[src/rtl/cfgmap_pkg.sv]
package cfgmap_pkg;

  // Strobes issued by control towards the datapath.
  typedef struct packed {
    logic wrReg;     // write one settings register
    logic wrPar;     // write the check word
    logic rdTake;    // capture read data
    logic snapTake;  // copy registers into the protection snapshot
  } cfgStrobes_t;

endpackage

[src/rtl/cfgmap_ctrl.sv]
module cfgmap_ctrl
  import cfgmap_pkg::*;
#(
  parameter int NUM_REGS = 8,
  parameter int ADDR_W   = 4,
  parameter int GRACE    = 64
) (
  input  logic              clk,
  input  logic              rstN,
  input  logic              wrEn,
  input  logic              rdEn,
  input  logic [ADDR_W-1:0] addr,
  input  logic              mismatch,
  output cfgStrobes_t       strobes,
  output logic              parityErr
);

  localparam int CNT_W = $clog2(GRACE + 1);
  localparam logic [ADDR_W-1:0] PAR_ADDR = ADDR_W'(NUM_REGS);
  localparam logic [CNT_W-1:0]  GRACE_C  = CNT_W'(GRACE);

  logic             isReg;
  logic             isPar;
  logic             anyWr;
  logic             graceOver;
  logic [CNT_W-1:0] graceCnt;
  logic             errQ;

  // Address decode and strobe generation
  always_comb begin
    isReg            = (addr < PAR_ADDR);
    isPar            = (addr == PAR_ADDR);
    strobes.wrReg    = wrEn && isReg;
    strobes.wrPar    = wrEn && isPar;
    strobes.rdTake   = rdEn;
    strobes.snapTake = !mismatch && !errQ;
    anyWr            = (wrEn && isReg) || (wrEn && isPar);
    graceOver        = mismatch && !anyWr && (graceCnt == GRACE_C);
  end

  // Grace window: counts mismatching cycles since the last mapped write
  always_ff @(posedge clk) begin
    if (!rstN) begin
      graceCnt <= '0;
    end else if (anyWr) begin
      graceCnt <= '0;
    end else if (mismatch) begin
      if (graceCnt != GRACE_C) graceCnt <= graceCnt + 1'b1;
    end else begin
      graceCnt <= '0;
    end
  end

  // Sticky error flag, cleared only by reset
  always_ff @(posedge clk) begin
    if (!rstN)          errQ <= 1'b0;
    else if (graceOver) errQ <= 1'b1;
  end

  assign parityErr = errQ;

endmodule

[src/rtl/cfgmap_dpath.sv]
module cfgmap_dpath
  import cfgmap_pkg::*;
#(
  parameter int DATA_W   = 16,
  parameter int NUM_REGS = 8,
  parameter int ADDR_W   = 4
) (
  input  logic                         clk,
  input  logic                         rstN,
  input  cfgStrobes_t                  strobes,
  input  logic [ADDR_W-1:0]            addr,
  input  logic [DATA_W-1:0]            wrData,
  output logic                         mismatch,
  output logic [DATA_W-1:0]            rdData,
  output logic [NUM_REGS*DATA_W-1:0]   cfgOut,
  output logic [NUM_REGS*DATA_W-1:0]   regsFlat,
  output logic [DATA_W-1:0]            parWord
);

  localparam logic [ADDR_W-1:0] PAR_ADDR = ADDR_W'(NUM_REGS);

  logic [DATA_W-1:0]          regArr [NUM_REGS];
  logic [NUM_REGS-1:0]        wrHit;
  logic [DATA_W-1:0]          parQ;
  logic [DATA_W-1:0]          colPar;
  logic [DATA_W-1:0]          rdNext;
  logic [DATA_W-1:0]          rdQ;
  logic [NUM_REGS*DATA_W-1:0] snapQ;

  // Per-register write decode and flat view
  for (genvar gi = 0; gi < NUM_REGS; gi++) begin : g_reg
    assign wrHit[gi] = strobes.wrReg && (addr == ADDR_W'(gi));
    assign regsFlat[gi*DATA_W +: DATA_W] = regArr[gi];
  end

  // Settings storage
  always_ff @(posedge clk) begin
    if (!rstN) begin
      for (int i = 0; i < NUM_REGS; i++) regArr[i] <= '0;
    end else begin
      for (int i = 0; i < NUM_REGS; i++)
        if (wrHit[i]) regArr[i] <= wrData;
    end
  end

  // Check word storage
  always_ff @(posedge clk) begin
    if (!rstN)              parQ <= '0;
    else if (strobes.wrPar) parQ <= wrData;
  end

  // Column parity across all settings registers
  always_comb begin
    colPar = '0;
    for (int i = 0; i < NUM_REGS; i++) colPar = colPar ^ regArr[i];
    mismatch = (colPar != parQ);
  end

  // Read multiplexer; unmapped locations give zero
  always_comb begin
    rdNext = '0;
    for (int i = 0; i < NUM_REGS; i++)
      if (addr == ADDR_W'(i)) rdNext = regArr[i];
    if (addr == PAR_ADDR) rdNext = parQ;
  end

  always_ff @(posedge clk) begin
    if (!rstN)               rdQ <= '0;
    else if (strobes.rdTake) rdQ <= rdNext;
  end

  // Consistent snapshot towards protection logic
  always_ff @(posedge clk) begin
    if (!rstN)                 snapQ <= '0;
    else if (strobes.snapTake) snapQ <= regsFlat;
  end

  assign rdData  = rdQ;
  assign cfgOut  = snapQ;
  assign parWord = parQ;

endmodule

[src/rtl/cfg_parity_map.sv]
module cfg_parity_map
  import cfgmap_pkg::*;
#(
  parameter int DATA_W   = 16,
  parameter int NUM_REGS = 8,
  parameter int ADDR_W   = 4,
  parameter int GRACE    = 64
) (
  input  logic                       clk,
  input  logic                       rstN,
  input  logic                       wrEn,
  input  logic                       rdEn,
  input  logic [ADDR_W-1:0]          addr,
  input  logic [DATA_W-1:0]          wrData,
  output logic [DATA_W-1:0]          rdData,
  output logic [NUM_REGS*DATA_W-1:0] cfgOut,
  output logic                       parityErr
);

  cfgStrobes_t                strobes;
  logic                       mismatch;
  logic [NUM_REGS*DATA_W-1:0] regsFlat;
  logic [DATA_W-1:0]          parWord;

  cfgmap_ctrl #(
    .NUM_REGS(NUM_REGS), .ADDR_W(ADDR_W), .GRACE(GRACE)
  ) u_ctrl (
    .clk(clk), .rstN(rstN), .wrEn(wrEn), .rdEn(rdEn), .addr(addr),
    .mismatch(mismatch), .strobes(strobes), .parityErr(parityErr)
  );

  cfgmap_dpath #(
    .DATA_W(DATA_W), .NUM_REGS(NUM_REGS), .ADDR_W(ADDR_W)
  ) u_dpath (
    .clk(clk), .rstN(rstN), .strobes(strobes), .addr(addr), .wrData(wrData),
    .mismatch(mismatch), .rdData(rdData), .cfgOut(cfgOut),
    .regsFlat(regsFlat), .parWord(parWord)
  );

endmodule

[config.mk]
export PLATFORM = sky130hd
export DESIGN_NAME = cfg_parity_map
export DESIGN_NICKNAME = d
export VERILOG_FILES = /design/src/rtl/cfgmap_pkg.sv /design/src/rtl/cfgmap_ctrl.sv /design/src/rtl/cfgmap_dpath.sv /design/src/rtl/cfg_parity_map.sv
export SDC_FILE = /design/constraint.sdc
export NUM_CORES = 1
export LEC_CHECK = 0
export BUFFER_PORTS_ARGS = -buffer_cell sky130_fd_sc_hd__buf_2
export CAP_MARGIN = 0
export CELL_PAD_IN_SITES_DETAIL_PLACEMENT = 1
export CELL_PAD_IN_SITES_GLOBAL_PLACEMENT = 1
export CORE_UTILIZATION = 30
export DETAILED_ROUTE_END_ITERATION = 16
export GPL_TIMING_DRIVEN = 0
export PLACE_DENSITY_LB_ADDON = 0.1
export SLEW_MARGIN = 20
export SYNTH_ARGS = -nofsm -noshare
export SYNTH_HDL_FRONTEND = slang
export SYNTH_SLANG_ARGS = --single-unit
[constraint.sdc]
create_clock -name clk -period 4.75 [get_ports clk]
set_clock_uncertainty 0.2 [all_clocks]
set_input_delay 0.7125 -clock clk [delete_from_list [all_inputs] [get_ports clk]]
set_output_delay 0.7125 -clock clk [all_outputs]
set_load 0.02 [all_outputs]
==> flow_metrics.tcl <==
set metrics [dict create \
    clk_latency_ns 0.55 \
    crit_fanout 16 \
    fin_ws_ns 0.859 \
    diodes 0 \
    syn_avg_cell_area_um2 10.5 \
    synth_warnings 0 \
    cts_tree "yes" \
    start_util 0.304 \
    dpl-instance-area_mm2 0.0150 \
    post-route-drc-count 0 \
    num_rows 77 \
    synth_compound_area_frac 0.0580 \
    synthTopCellsByArea "edfxtp_1 (29%), dfxtp_1 (25%), mux2i_1 (11%), nand2_1 (8.9%), xnor2_1 (5.5%)" \
    synth_nets 1313 \
    cts_setup_buffers 0 \
    synth.largest_area_cell "edfxtp_1" \
    yosysSeqAreaShare 0.536 \
    grt_max_degree 17 \
    place_inst 2044 \
    dieHeight_um 214 \
    p_per_area_mw_per_mm2 387 \
    hold_viol 0 \
    fin_total_pwr_mw 6.26 \
    worstPathRequired_ns 4.72 \
    dp_hpwl_um 39000 \
    routed_via_density 4.89 \
    post_drt_wl_per_cell_um 24.4 \
    syn_area_mm2 0.0135 \
    leakage_nw 6.23 \
    cp.arrival_ns 3.86 \
    synth_edf_count 128 \
    layout.cells.non_filler 2108 \
    reg2reg_depth 9 \
    nNetsFinal 1516 \
    path_cells "buf_2 > clkbuf_1 > nor4_1 > clkbuf_1 > nand2_1 > clkbuf_1 > nand2_1" \
    drv_slew 0 \
    min_period_over_period 0.819 \
    synthCells 1287 \
    hold_slack_ns 0.253 \
    status "finished, final reports clean" \
    worst-slew-pin-transition_ns 1.05 \
    ctsResizeCount 0 \
    synthTopCellsByCount "nand2_1 (318), dfxtp_1 (168), mux2i_1 (154), nor2_1 (136), edfxtp_1 (128)" \
    drv_cap 0 \
    pin_count 169 \
    io_buffers 164 \
    min_period_ns 3.89 \
    cts_root_buffer "clkbuf_16" \
    synth_mux_area_frac 0.115 \
    synth-simple-area-share 0.152 \
    grt_pass1_vias 10388 \
    antenna_found_initial 0 \
    ctsHoldBuffers 0 \
    synth_top_flop_cell "dfxtp_1" \
    max_stage_delay_ns 0.91 \
    synth.most_common_cell "nand2_1" \
    whs_path_depth 2 \
    slew_headroom 0.300 \
    cts.sinks 296 \
    setup_viol 0 \
    die_w_um 214 \
    grt_pass1_wl_um 72200 \
    area_growth_pct 20.2 \
    endpoint_kind "flip-flop" \
    cp-start-kind "primary input" \
    drive_above_1_share 0.155 \
    ant_nets 0 \
    max-clock-path-buffers 3 \
    wirelength_um 51400 \
    core_mm2 0.0442 \
    clk_pin_slew_ns 0.05 \
    gp_congestion 0.931 \
    rsz0062_at_grt "false" \
    dr_total_vias 10300 \
    vdd_drop_max_mv 0.188 \
    tns_ns 0 \
    dr.pass1.iters 8 \
    synth_async_sr_flop_share 0 \
    die_area_mm2 0.0457 \
    crit_top_cell "clkbuf_1" \
    cts_buffers 36 \
    htree_levels 2 \
    post-route-util 0.366 \
    synth_top_cell_area_share 0.286 \
    synthXorXnorAreaFrac 0.0932 \
    grt_overflow 0 \
    worstSetupPathType "primary input to flip-flop" \
    cp_slowest_cell "nor4_1" \
    fmax_mhz 257 \
    fin_area_mm2 0.0162 \
    dp_slack_ns 0.385 \
    synth_cell_type_count 39 \
    synth_top_family_by_area "simple AND/OR/NAND/NOR gates" \
    yosys_register_bits 296 \
    gr-usage-all-layers 0.226 \
    synthAdderAreaFrac 0.00186 \
    worstHoldPathType "flip-flop to flip-flop" \
    first_iter_violations 730 \
]
## cell usage in the layout (no fill, tap or decap), types with 15 or more instances in the layout
cell type  count
nand2_1      318
dfxtp_1      168
buf_2        166
mux2i_1      154
nor2_1       136
edfxtp_1     128
xnor2_1       84
clkbuf_1      81
clkbuf_16     39
a21oi_1       29
inv_1         19
xor2_1        18
xnor3_1       16
nand2b_1      15
## worst paths after layout
check,startpoint,endpoint,slack [ns]
worst max register to register,u_dpath.regArr[0][4],u_dpath.cfgOut[49],1.09
worst min-delay path,u_dpath.cfgOut[111],u_dpath.cfgOut[111],0.25
worst max-delay path,addr[3],u_dpath.regArr[0][12],0.86
worst min register to register,u_dpath.cfgOut[111],u_dpath.cfgOut[111],0.25
## flip-flops by register name, summed over array words and instances, names as in the netlist
register / flops
u_ctrl.graceCnt: 7
u_ctrl.parityErr: 1
u_dpath.cfgOut: 128
u_dpath.parWord: 16
u_dpath.rdData: 16
u_dpath.regArr: 128
## power breakdown
group / total [mW] / switching, mW / internal, mW
Clock: 2.69 / 1.08 / 1.61
Sequential: 2.90 / 0.150 / 2.75
Combinational: 0.664 / 0.393 / 0.271
Total: 6.26 / 1.63 / 4.63
## kinds of logic (layout without fill, tap and decap cells)
family          count (synthesis)  after routing
xor+xnor                      118            118
simple gates                  506            506
buf+inv                       103            332
mux                           154            154
flops                         296            296
fa+ha+maj                       2              2
compound gates                108            108
## worst max-delay path: cells and delay by family
family	cells	cell delay (ns)
AND/OR/NAND/NOR	3	1.84
buffers and inverters	4	1.30
## area by class of cell
| type | count | area (µm²) |
|---|---|---|
| multi-input cells | 888 | 5650 |
| repair buffers | 165 | 832 |
| clock buffers | 59 | 1120 |
| plain buffers | 84 | 537 |
| clock inverters | 5 | 23.8 |
| flip-flops and latches | 296 | 7210 |
| inverters | 19 | 71.3 |
| well taps | 592 | 741 |
| fillers | 4983 | 28000 |
## metal layers
layer	vias up	GRT usage	wire, µm
met2	295	0.378	24500
met1	5158	0.296	22700
met4	0	0.0823	1810
met3	80	0.0350	2360
li1	4767	-	-
met5	-	0	0
No activity file was read; power rests on OpenSTA's default activity.
